`config.mk`:
```
export PLATFORM = sky130hd
export DESIGN_NAME = segXlate
export DESIGN_NICKNAME = d
export VERILOG_FILES = /design/src/rtl/segXlatePkg.sv /design/src/rtl/segCtrl.sv /design/src/rtl/segLane.sv /design/src/rtl/segDatapath.sv /design/src/rtl/segXlate.sv
export SDC_FILE = /design/constraint.sdc
export NUM_CORES = 1
export LEC_CHECK = 0
export BUFFER_PORTS_ARGS = -buffer_cell sky130_fd_sc_hd__buf_2
export CELL_PAD_IN_SITES_DETAIL_PLACEMENT = 0
export CELL_PAD_IN_SITES_GLOBAL_PLACEMENT = 1
export CORE_MARGIN = 5
export CORE_UTILIZATION = 39
export DETAILED_ROUTE_END_ITERATION = 8
export PLACE_DENSITY_LB_ADDON = 0.1
export SYNTH_ARGS = -nofsm -noshare
export SYNTH_HDL_FRONTEND = slang
export SYNTH_HIERARCHICAL = 1
export SYNTH_SLANG_ARGS = --single-unit
export TNS_END_PERCENT = 50
```
`constraint.sdc`:
```
create_clock -name clk -period 3.6 [get_ports clk]
set_input_delay 0.72 -clock clk [delete_from_list [all_inputs] [get_ports clk]]
set_output_delay 0.72 -clock clk [all_outputs]
set_load 0.05 [all_outputs]
```
`src/rtl/segXlatePkg.sv`:
```
`timescale 1ns/100ps
package segXlatePkg;
  localparam int NLANE      = 2;
  localparam int LANE_FETCH = 0;
  localparam int LANE_DATA  = 1;

  typedef enum logic [1:0] {
    SEL_PROG_BASE  = 2'd0,
    SEL_PROG_LIMIT = 2'd1,
    SEL_DATA_BASE  = 2'd2,
    SEL_DATA_LIMIT = 2'd3
  } cfgSelT;

  typedef struct packed {
    logic progBase;
    logic progLimit;
    logic dataBase;
    logic dataLimit;
  } cfgStrobeT;
endpackage

```
`src/rtl/segCtrl.sv`:
```
`timescale 1ns/100ps
module segCtrl
  import segXlatePkg::*;
(
  input  logic      clk,
  input  logic      rstN,
  input  logic      cfgWrEn,
  input  logic      cfgPriv,
  input  logic [1:0] cfgSel,
  output cfgStrobeT strobe
);
  always_comb begin
    strobe = '0;
    if (cfgWrEn && cfgPriv) begin
      case (cfgSelT'(cfgSel))
        SEL_PROG_BASE:  strobe.progBase  = 1'b1;
        SEL_PROG_LIMIT: strobe.progLimit = 1'b1;
        SEL_DATA_BASE:  strobe.dataBase  = 1'b1;
        SEL_DATA_LIMIT: strobe.dataLimit = 1'b1;
        default:        strobe = '0;
      endcase
    end
  end


  unpriv_no_strobe_chk: assert property (@(posedge clk) disable iff (!rstN)
    !cfgPriv |-> ($countones(strobe) == 0));


  one_target_chk: assert property (@(posedge clk) disable iff (!rstN)
    $onehot0(strobe));
endmodule

```
`src/rtl/segLane.sv`:
```
`timescale 1ns/100ps
module segLane #(
  parameter int AW = 32
) (
  input  logic          req,
  input  logic [AW-1:0] addr,
  input  logic [AW-1:0] base,
  input  logic [AW-1:0] limit,
  output logic [AW-1:0] phys,
  output logic          valid,
  output logic          fault
);
  logic inRange;
  logic [AW-1:0] sum;

  always_comb begin
    inRange = addr < limit;
    sum     = base + addr;
    valid   = req & inRange;
    fault   = req & ~inRange;
    phys    = valid ? sum : '0;
  end
endmodule

```
`src/rtl/segDatapath.sv`:
```
`timescale 1ns/100ps
module segDatapath
  import segXlatePkg::*;
#(
  parameter int AW = 32
) (
  input  logic                       clk,
  input  logic                       rstN,
  input  cfgStrobeT                  strobe,
  input  logic [AW-1:0]              cfgData,
  input  logic [NLANE-1:0]           reqIn,
  input  logic [NLANE-1:0][AW-1:0]   addrIn,
  output logic [NLANE-1:0][AW-1:0]   physOut,
  output logic [NLANE-1:0]           validOut,
  output logic [NLANE-1:0]           faultOut
);
  logic [NLANE-1:0][AW-1:0] baseQ;
  logic [NLANE-1:0][AW-1:0] limitQ;
  logic [NLANE-1:0]         wrBase;
  logic [NLANE-1:0]         wrLimit;

  always_comb begin
    wrBase  = '0;
    wrLimit = '0;
    wrBase[LANE_FETCH]  = strobe.progBase;
    wrLimit[LANE_FETCH] = strobe.progLimit;
    wrBase[LANE_DATA]   = strobe.dataBase;
    wrLimit[LANE_DATA]  = strobe.dataLimit;
  end

  for (genvar g = 0; g < NLANE; g++) begin : gLane
    always_ff @(posedge clk) begin
      if (!rstN) begin
        baseQ[g]  <= '0;
        limitQ[g] <= '0;
      end else begin
        if (wrBase[g])  baseQ[g]  <= cfgData;
        if (wrLimit[g]) limitQ[g] <= cfgData;
      end
    end

    segLane #(.AW(AW)) u_lane (
      .req  (reqIn[g]),
      .addr (addrIn[g]),
      .base (baseQ[g]),
      .limit(limitQ[g]),
      .phys (physOut[g]),
      .valid(validOut[g]),
      .fault(faultOut[g])
    );


    idle_quiet_chk: assert property (@(posedge clk) disable iff (!rstN)
      !reqIn[g] |-> (!validOut[g] && !faultOut[g] && physOut[g] == '0));


    fault_blocks_addr_chk: assert property (@(posedge clk) disable iff (!rstN)
      faultOut[g] |-> (!validOut[g] && physOut[g] == '0));


    valid_in_range_chk: assert property (@(posedge clk) disable iff (!rstN)
      validOut[g] |-> (addrIn[g] < limitQ[g]));


    base_hold_chk: assert property (@(posedge clk) disable iff (!rstN)
      !wrBase[g] |=> $stable(baseQ[g]));


    limit_hold_chk: assert property (@(posedge clk) disable iff (!rstN)
      !wrLimit[g] |=> $stable(limitQ[g]));
  end
endmodule

```
`src/rtl/segXlate.sv`:
```
`timescale 1ns/100ps
module segXlate
  import segXlatePkg::*;
#(
  parameter int AW = 32
) (
  input  logic          clk,
  input  logic          rstN,
  input  logic          cfgWrEn,
  input  logic          cfgPriv,
  input  logic [1:0]    cfgSel,
  input  logic [AW-1:0] cfgData,
  input  logic          fetchReq,
  input  logic [AW-1:0] fetchAddr,
  output logic [AW-1:0] fetchPhys,
  output logic          fetchValid,
  output logic          fetchFault,
  input  logic          dataReq,
  input  logic [AW-1:0] dataAddr,
  output logic [AW-1:0] dataPhys,
  output logic          dataValid,
  output logic          dataFault
);
  cfgStrobeT strobe;
  logic [NLANE-1:0]         reqV;
  logic [NLANE-1:0][AW-1:0] addrV;
  logic [NLANE-1:0][AW-1:0] physV;
  logic [NLANE-1:0]         validV;
  logic [NLANE-1:0]         faultV;

  segCtrl u_ctrl (
    .clk    (clk),
    .rstN   (rstN),
    .cfgWrEn(cfgWrEn),
    .cfgPriv(cfgPriv),
    .cfgSel (cfgSel),
    .strobe (strobe)
  );

  always_comb begin
    reqV  = '0;
    addrV = '0;
    reqV[LANE_FETCH]  = fetchReq;
    addrV[LANE_FETCH] = fetchAddr;
    reqV[LANE_DATA]   = dataReq;
    addrV[LANE_DATA]  = dataAddr;
  end

  segDatapath #(.AW(AW)) u_dp (
    .clk     (clk),
    .rstN    (rstN),
    .strobe  (strobe),
    .cfgData (cfgData),
    .reqIn   (reqV),
    .addrIn  (addrV),
    .physOut (physV),
    .validOut(validV),
    .faultOut(faultV)
  );

  assign fetchPhys  = physV[LANE_FETCH];
  assign fetchValid = validV[LANE_FETCH];
  assign fetchFault = faultV[LANE_FETCH];
  assign dataPhys   = physV[LANE_DATA];
  assign dataValid  = validV[LANE_DATA];
  assign dataFault  = faultV[LANE_DATA];


  fetch_isolated_chk: assert property (@(posedge clk) disable iff (!rstN)
    (fetchReq && $stable(fetchAddr) && $past(fetchReq) && !$past(cfgWrEn))
      |-> $stable(fetchPhys));
endmodule

```
==> results.tsv, run 1 <==
metric	value	unit
wl_per_cell	16.1	um
yosys.area_share.xor_xnor	0.0391	
antennaDiodeCount	0	
worst_slack	-0.168	ns
yosys.area_share.simple	0.203	
crit_type	input port to primary output	
synth.most_common_cell	nor2b_1	
synth_nets	1398	
htreeDepth	4	
area_growth	45.2	%
drc_errors	0	
setup_violations	37	
port_buffers	171	
cts_tree	done	
ir_drop	0.267	mV
overflow	0	
core	26100	um^2
clock_skew	0	ns
vias	9341	
fillers	2438	
rows	59	
synthAdderAreaFrac	0.154	
post-route-period-util	1.05	
power_leakage	6.21	nW
total_power	4.54	mW
tightest_slew	0.597	ns
grt_max_degree	99	
dp.cells	1817	
yosysTopAreaCell	dfxtp_1	
synth_top_area_share	0.249	
synth_top_family_by_area	simple AND/OR/NAND/NOR gates	
rsz0062_at_grt	true	
yosys_warnings	6	
synthFlopType	dfxtp_1	
cp.arrival	3.05	ns
slew_headroom	0.602	
final_cells	1874	
vias_per_cell	4.98	
die_h	173	um
p_seq_frac	0.323	
path_max_fanout	2	
synthTopCellsByArea	dfxtp_1 (25%), ha_1 (15%), mux2i_1 (12%), nor2b_1 (8.3%), a21oi_1 (3.2%)	
gp_congestion	0.886	
start_util	0.396	
path_clk_slew	0.05	ns
yosys-top-cells-count	nor2b_1 (136), dfxtp_1 (128), mux2i_1 (128)	
dieArea	29800	um^2
power.density	304	nW/um^2
cp.required	2.88	ns
layout-drive-gt1-share	0.385	
final_core_util	0.575	
synth-edff-count	0	
p_int	3.24	mW
ys_seq_area_frac	0.249	
clock_latency	0.41	ns
wirelength	30.3	mm
fin_area	15000	um^2
hpwlAfterDp	23.0	mm
drt_iter0_drc	357	
hp-class	register to register	
synth_compound_area_frac	0.150	
die_w	173	um
grt_antenna_before_repair	4	
clock.fmax	0.265	GHz
synth.avg_cell_area	8.83	um^2
cts_buffers	17	
syn_inst	1168	
start_kind	input port	
place_area	12700	um^2
synth_cell_types	81	
syn_area	10300	um^2
boundaryPins	172	
slew_viol_final	0	
outcome	finished with violations	
first_global_vias	9320	
combPwrFrac	0.265	
ys_seq_elements	128	
violations	setup timing	
synth.mux.area_fraction	0.128	
firstDrtPassIters	4	
swShare	0.287	
grt_pass1_wl	48.5	mm
p_switching	1.31	mW
fin_crit	3.77	ns
cts.path.max_buffers	2	
async_flop_share	0	
hold_violations	0	
fin_nets	1756	
root_buffer	clkbuf_16	
maxCapViolations	0	
postRouteAntennaNets	0	
p_clk_frac	0.412	
grt.total_usage	0.196	
cts_sinks	128	
endpoint_kind	primary output	
stage by stage:
stage / setup slack, ns / hold WS, ns / setup TNS [ns]
final: -0.168 / 0.516 / -2.25
after floorplan: -0.305 / 0.474 / -7.85
after detailed placement: -0.576 / 0.496 / -21.15
after global routing: -0.304 / 0.539 / -6.81
after CTS: -0.240 / 0.511 / -3.62
after global placement: -0.572 / 0.494 / -21.07
area by class of cell:
cell class,count,area [um^2],area share
clock buffers,22,494,0.0330
clock inverters,10,155,0.0104
inverters,85,319,0.0213
multi-input cells,912,7960,0.532
flip-flops and latches,128,2570,0.171
well taps,335,419,0.0280
repair buffers,382,3060,0.204
worst max-delay path, stage by stage:
cell,delay (ns)
buf_8,0.07
ha_4,0.12
inv_2,0.03
fa_2,0.32
and2b_1,0.22
o21a_1,0.15
o21ai_2,0.07
a21oi_4,0.21
o21ai_4,0.09
o311ai_2,0.23
a21oi_2,0.10
o21bai_1,0.22
mux2_4,0.33
buf_8,0.15
placed cells by master, fill, tap and decap left out, types with 5 or more instances in the layout:
master	instances
nor2_1	41
xor2_1	18
ha_1	106
o21ai_2	10
nor3_4	7
o21ai_0	20
clkbuf_16	17
buf_4	195
a31oi_1	6
nor2b_1	135
ha_4	16
inv_1	81
buf_6	66
nand2_1	49
buf_2	101
dfxtp_1	125
and3_1	11
o211ai_1	8
a21oi_2	16
nor2_2	17
a21oi_4	5
a21o_1	34
a211oi_1	6
clkbuf_8	5
nand3_1	12
nand2b_1	13
o21a_1	8
a211oi_2	5
o21ai_1	7
nor3_2	6
nor3_1	7
nand4_1	14
mux2i_1	128
xnor2_1	24
o21bai_1	13
buf_8	13
a21oi_1	48
nor2_4	23
power groups by stage:
stage	Combinational [mW]	Sequential (mW)	Clock, mW
2_1_floorplan	0.644	1.49	0
3_3_place_gp	0.991	1.50	0
3_5_place_dp	0.994	1.50	0
4_1_cts	1.12	1.47	1.92
5_1_grt	1.31	1.47	1.98
6_report	1.20	1.47	1.87
flip-flops by register name, indices dropped and copies added, names as in the netlist:
name and flops:
u_dp/baseQ 64, u_dp/limitQ 64
cell families (layout without fill, tap and decap cells):
logic type,after synthesis,count (layout)
and+or+nand+nor,379,379
AOI/OAI and AO/OA,229,230
muxes,131,131
buffers and inverters,129,499
DFF,128,128
adders and majority gates,126,126
xor gates and xnor gates,46,46
metal layers:
metal,vias up,global-route usage,routed length (um),part of all wire
met5,-,0,40,0.0013
met4,8,0.0307,212,0.0070
met3,26,0.0408,1120,0.037
met2,142,0.337,14900,0.49
met1,4336,0.259,14000,0.46
li1,4829,-,-,-
path summary, 6_finish.rpt:
kind	startpoint	to	slack, ns	cells after the start
hold reg to reg	u_dp/limitQ[44]$_SDFFE_PN0P_	u_dp/limitQ[44]$_SDFFE_PN0P_	0.52	2
setup reg to reg	u_dp/baseQ[33]$_SDFFE_PN0P_	u_dp/baseQ[33]$_SDFFE_PN0P_	2.84	3
setup / recovery	dataAddr[0]	dataPhys[28]	-0.17	14
hold / removal	u_dp/limitQ[44]$_SDFFE_PN0P_	u_dp/limitQ[44]$_SDFFE_PN0P_	0.52	2
what timing repair did:
| item | 4_1_cts | 5_1_grt |
|---|---|---|
| pin swaps | 78 | 53 |
| hold buffers | 0 | 0 |
| resized for setup | 209 | 148 |
| setup buffers | 16 | 10 |
| cloned | 4 | 0 |
| setup endpoints to repair | 67 | 67 |
No activity file was read; power rests on OpenSTA's default activity.
==> run 2, diff against run 1 <==
--- a/config.mk
+++ b/config.mk
@@ -5,12 +5,15 @@
 export SDC_FILE = /design/constraint.sdc
 export NUM_CORES = 1
 export LEC_CHECK = 0
+export ABC_AREA = 1
 export BUFFER_PORTS_ARGS = -buffer_cell sky130_fd_sc_hd__buf_2
 export CELL_PAD_IN_SITES_DETAIL_PLACEMENT = 0
 export CELL_PAD_IN_SITES_GLOBAL_PLACEMENT = 1
+export CORE_ASPECT_RATIO = 1.4
 export CORE_MARGIN = 5
-export CORE_UTILIZATION = 39
+export CORE_UTILIZATION = 36
 export DETAILED_ROUTE_END_ITERATION = 8
+export HOLD_SLACK_MARGIN = 0.1
 export PLACE_DENSITY_LB_ADDON = 0.1
 export SYNTH_ARGS = -nofsm -noshare
 export SYNTH_HDL_FRONTEND = slang
==> results.tsv, run 2 <==
metric	value	unit	change
outcome	finished clean		
die_w	162	um	-6.4%
overflow	0		unchanged
grt_antenna_before_repair	1		-3
fin_crit	3.42	ns	-0.353 ns
syn_area	11600	um^2	+12%
start_util	0.366		-0.0301
htreeDepth	4		unchanged
yosys.area_share.xor_xnor	0.0249		-0.0141
top_regs	u_dp/baseQ: 64 flops, u_dp/limitQ: 64 flops		
ir_drop	0.307	mV	+15%
first_global_vias	11500		+23%
hpwlAfterDp	28.5	mm	+24%
tightest_slew	0.689	ns	+0.0924 ns
wl_per_cell	13.4	um	-17%
core	31700	um^2	+22%
place_area	12700	um^2	+0.12%
clock.fmax	0.293	GHz	+10%
async_flop_share	0		unchanged
port_buffers	171		unchanged
wirelength	34.4	mm	+14%
postRouteAntennaNets	0		unchanged
cts_tree	done		
drc_errors	0		unchanged
synthAdderAreaFrac	0.137		-0.0170
fin_tns_setup	0	ns	+2.25 ns
cp.required	2.88	ns	about the same
area_growth	14.3	%	
synthTopCellsByArea	nand2_1 (24%), dfxtp_1 (22%), nor2_1 (14%), ha_1 (13%), inv_1 (10%)		
cts_sinks	128		unchanged
yosysTopAreaCell	nand2_1		
ys_seq_area_frac	0.221		-0.0274
ys_seq_elements	128		unchanged
firstDrtPassIters	5		+1
boundaryPins	172		unchanged
fillers	3606		+48%
post-route-period-util	0.949		-0.0981
final_cells	2575		+37%
clock_latency	0.40	ns	about the same
yosys_warnings	6		unchanged
grt.total_usage	0.191		-0.00543
power.density	314	nW/um^2	+3.5%
drt_iter0_drc	609		+71%
mostFrequentLayoutCells	nand2_1 (733), nor2_1 (419), inv_1 (314)		
cts.path.max_buffers	2		unchanged
slew_headroom	0.540		-0.0616
final_common_cell	nand2_1		
power_leakage	7.38	nW	+19%
layout-drive-gt1-share	0.113		-0.272
path_clk_slew	0.05	ns	about the same
gp_congestion	0.895		+1.0%
synthFlopType	dfxtp_1		
yosys.area_share.simple	0.440		+0.237
cp.arrival	2.70	ns	-0.35 ns
vias_per_cell	4.52		-9.4%
dp.cells	2544		+40%
synth_nets	2245		+61%
start_kind	input port		
hold_buffers	0		unchanged
grt_max_degree	67		-32%
yosys-top-cells-count	nand2_1 (733), nor2_1 (423), inv_1 (314)		
rows	77		+31%
regArea	2560	um^2	-0.15%
setup_violations	0		-100%
grt_pass1_wl	55.9	mm	+15%
slew_viol_final	0		unchanged
hold_slack	0.467	ns	-0.0490 ns
synth_cell_types	32		-60%
path_max_fanout	4		+2
final_core_util	0.418		-0.157
clock_skew	0	ns	unchanged
maxCapViolations	0		unchanged
fin_nets	2398		+37%
multi_input_area	7470	um^2	-6.2%
fin_area	13200	um^2	-12%
synth.most_common_cell	nand2_1		
synth-edff-count	0		unchanged
vias	11600		+24%
hold_violations	0		unchanged
synth_top_area_share	0.237		-0.0111
synth.mux.area_fraction	0		-0.128
cts_resized	0		-100%
die_h	222	um	+29%
synth_top_family_by_area	simple AND/OR/NAND/NOR gates		
endpoint_kind	primary output		
synth_compound_area_frac	0.0396		-0.110
hp-class	register to register		
root_buffer	clkbuf_16		
cts_buffers	17		unchanged
r2r_slack	2.99	ns	+0.15 ns
synth.avg_cell_area	5.75	um^2	-35%
postCtsSetupBuffers	0		-16
rsz0062_at_grt	true		
crit_type	input port to primary output		
syn_inst	2015		+73%
dieArea	35900	um^2	+21%
==> run 2: changes by cell type after synthesis, sizes merged, moves of 45 or more <==
cell   delta
nand3    +45
mux2i   -128
nor2    +346
inv     +229
nor2b   -136
nand2   +699
==> run 2: per-layer routing <==
layer  global-route usage  wire (um)  vias to the layer above
met3               0.0226        963                       59
met4               0.0718       1090                        0
met1                0.232      15600                     5022
li1                     -          -                     6344
met2                0.343      16700                      204
met5                    0          0                        -
==> run 2: where the power goes <==
part           leakage (nW)  internal [mW]  switching, mW
sequential             1.04           1.47         0.0313
clock                 0.268          0.957          0.591
combinational          6.07          0.370          0.740
==> run 2: metrics by stage <==
| step | total power [mW] | setup WS (ns) |
|---|---|---|
| 2_1_floorplan | 2.34 | 0.188 |
| 3_3_place_gp | 2.64 | 0.158 |
| 3_5_place_dp | 2.64 | 0.131 |
| 4_1_cts | 4.22 | 0.122 |
| 5_1_grt | 4.43 | -0.00904 |
| 6_report | 4.16 | 0.185 |
==> run 2: cell families after synthesis <==
family | count (synthesis)
AOI/OAI and AO/OA | 86
xor gates and xnor gates | 33
adders and majority gates | 126
buffers and inverters | 362
DFF | 128
and+or+nand+nor | 1280
==> run 2: worst max-delay path: stages <==
cell	delay, ns
buf_2	0.09
ha_1	0.18
inv_1	0.06
fa_1	0.40
inv_1	0.09
nand3_1	0.08
nand3_2	0.11
nand2_1	0.07
nand2_2	0.10
nand3_1	0.18
nand4_1	0.15
nand2_1	0.07
nor2_1	0.10
buf_2	0.27
==> run 2: worst paths after layout <==
path         cells past startpoint                            to                          from
max                             14                  dataPhys[24]                   dataAddr[0]
min                              2  u_dp/limitQ[48]$_SDFFE_PN0P_  u_dp/limitQ[48]$_SDFFE_PN0P_
max reg2reg                      2    u_dp/baseQ[3]$_SDFFE_PN0P_    u_dp/baseQ[3]$_SDFFE_PN0P_
min reg2reg                      2  u_dp/limitQ[48]$_SDFFE_PN0P_  u_dp/limitQ[48]$_SDFFE_PN0P_
==> run 2: final cells by class <==
cell class / instances / area share
clock inverters: 6 / 0.00246
diodes: 1 / 0.000189
flip-flops and latches: 128 / 0.194
clock buffers: 24 / 0.0379
well taps: 395 / 0.0373
multi-input cells: 1525 / 0.564
repair buffers: 182 / 0.0753
inverters: 314 / 0.0890
==> run 3, diff against run 2 <==
--- a/config.mk
+++ b/config.mk
@@ -7,9 +7,9 @@
 export LEC_CHECK = 0
 export ABC_AREA = 1
 export BUFFER_PORTS_ARGS = -buffer_cell sky130_fd_sc_hd__buf_2
+export CAP_MARGIN = 20
 export CELL_PAD_IN_SITES_DETAIL_PLACEMENT = 0
 export CELL_PAD_IN_SITES_GLOBAL_PLACEMENT = 1
-export CORE_ASPECT_RATIO = 1.4
 export CORE_MARGIN = 5
 export CORE_UTILIZATION = 36
 export DETAILED_ROUTE_END_ITERATION = 8
==> results.tsv, run 3 (same netlist as run 2, synthesis figures left out) <==
metric	value	unit	change
clock_skew	0	ns	unchanged
firstDrtPassIters	5		unchanged
place_area	12600	um^2	-0.40%
post-route-period-util	0.938		-0.0106
grt_max_degree	65		-3.0%
cp.required	2.88	ns	about the same
rr_startpoint	u_dp/baseQ[11]$_SDFFE_PN0P_		
mostFrequentLayoutCells	nand2_1 (732), nor2_1 (419), inv_1 (314)		
cp-startpoint	fetchAddr[22]		
final_core_util	0.419		+0.00107
wirelength	34.3	mm	-0.29%
core	31600	um^2	-0.19%
vias_per_cell	4.50		-0.40%
cts_tree	done		
port_buffers	171		unchanged
vias	11600		-0.25%
setup_violations	0		unchanged
crit_type	input port to primary output		
hold_buffers	0		unchanged
top_regs	u_dp/baseQ: 64 flops, u_dp/limitQ: 64 flops		
postRouteAntennaNets	0		unchanged
boundaryPins	172		unchanged
cts_resized	0		unchanged
rows	65		-16%
drc_errors	0		unchanged
drt_iter0_drc	508		-17%
crit_slowest_cell	ha_1		
antennaDiodeCount	0		-1
cts_sinks	128		unchanged
cts.path.max_buffers	2		unchanged
outcome	finished clean		
htreeDepth	4		unchanged
power.density	329	nW/um^2	+4.8%
wl_per_cell	13.3	um	-0.45%
final_common_cell	nand2_1		
area_growth	14.3	%	about the same
start_kind	input port		
path_clk_slew	0.06	ns	about the same
cts_buffers	17		unchanged
overflow	0		unchanged
grt_antenna_before_repair	0		-1
maxCapViolations	0		unchanged
start_util	0.366		+0.000694
timing.critical_path.buf_inv	3		-1
critical_path.cell_chain	buf_2 > ha_1 > nand2_1 > nor2_1 > inv_1 > nor3_1 > nand3_1 > nand4_1 > nand2_1 > nor2_1 > buf_2		
die_w	189	um	+17%
cp.arrival	2.66	ns	-0.04 ns
fin_tns_setup	0	ns	unchanged
gp_congestion	0.865		-3.4%
hp-class	register to register		
critPathTopFamily	simple AND/OR/NAND/NOR gates		
endpoint_kind	primary output		
power_leakage	7.37	nW	about the same
min-delay-start	u_dp/limitQ[47]$_SDFFE_PN0P_		
tightest_slew	0.676	ns	-0.0133 ns
root_buffer	clkbuf_16		
slew_viol_final	0		unchanged
ir_drop	0.229	mV	-25%
path_max_fanout	5		+1
fin_area	13200	um^2	about the same
max_stage_delay	0.38	ns	-0.02 ns
fin_crit	3.38	ns	-0.0380 ns
postCtsSetupBuffers	0		unchanged
clock.fmax	0.296	GHz	+1.1%
hpwlAfterDp	28.1	mm	-1.4%
layout-drive-gt1-share	0.113		about the same
grt_pass1_wl	55.9	mm	-0.14%
fin_nets	2395		-0.13%
rsz0062_at_grt	false		
hold_violations	0		unchanged
grt.total_usage	0.190		-0.000374
die_h	189	um	-15%
dieArea	35900	um^2	-0.14%
clock_latency	0.42	ns	+0.02 ns
slew_headroom	0.549		+0.00888
first_global_vias	11100		-3.5%
## run 3: changes by cell type in the layout (fill, tap and decap cells not counted), moves of 2 or more
cell       delta
buf_12        -3
bufinv_16     +3
clkbuf_4      -3
clkbuf_8      -3
buf_2         +2
## run 3: through the flow
| stage | cells | total power [mW] | setup slack (ns) | hold WS [ns] |
|---|---|---|---|---|
| after floorplan | 2015 | 2.34 | 0.188 | 0.449 |
| after global routing | 2579 | 4.63 | 0.0184 | 0.487 |
| after CTS | 2579 | 4.42 | 0.100 | 0.472 |
| after global placement | 2548 | 2.63 | 0.161 | 0.458 |
| after detailed placement | 2548 | 2.64 | 0.120 | 0.464 |
| final | 2579 | 4.36 | 0.223 | 0.470 |
## run 3: where the power goes
group | total, mW | internal (mW) | switching (mW)
Combinational | 1.10 | 0.362 | 0.742
Sequential | 1.50 | 1.47 | 0.0309
Clock | 1.76 | 1.12 | 0.644
Total | 4.36 | 2.94 | 1.42
## run 3: layout make-up
type                            instances  area [um^2]
Clock buffer                           20          457
Clock inverter                         11          139
Fill cell                            3644        18400
Inverter                              314         1180
Multi-Input combinational cell       1525         7470
Sequential cell                       128         2560
Tap cell                              402          503
Timing Repair Buffer                  179          936
## run 3: final timing paths
kind / to / cells after the start / slack, ns
setup reg to reg: u_dp/baseQ[11]$_SDFFE_PN0P_ / 2 / 2.98
hold reg to reg: u_dp/limitQ[47]$_SDFFE_PN0P_ / 2 / 0.47
setup / recovery: fetchPhys[24] / 11 / 0.22
hold / removal: u_dp/limitQ[47]$_SDFFE_PN0P_ / 2 / 0.47
## run 3: worst min-delay path: stages, from the launching register on
cell,delay (ns)
dfxtp_1,0.31
nor2_1,0.08
nor2_1,0.05
## run 3: per-layer routing
metal,up-vias,wire [um],part of all wire,GRT usage
li1,6355,-,-,-
met1,5020,17600,0.51,0.271
met2,193,15200,0.44,0.306
met3,32,989,0.029,0.0249
met4,0,490,0.014,0.0473
met5,-,0,0,0
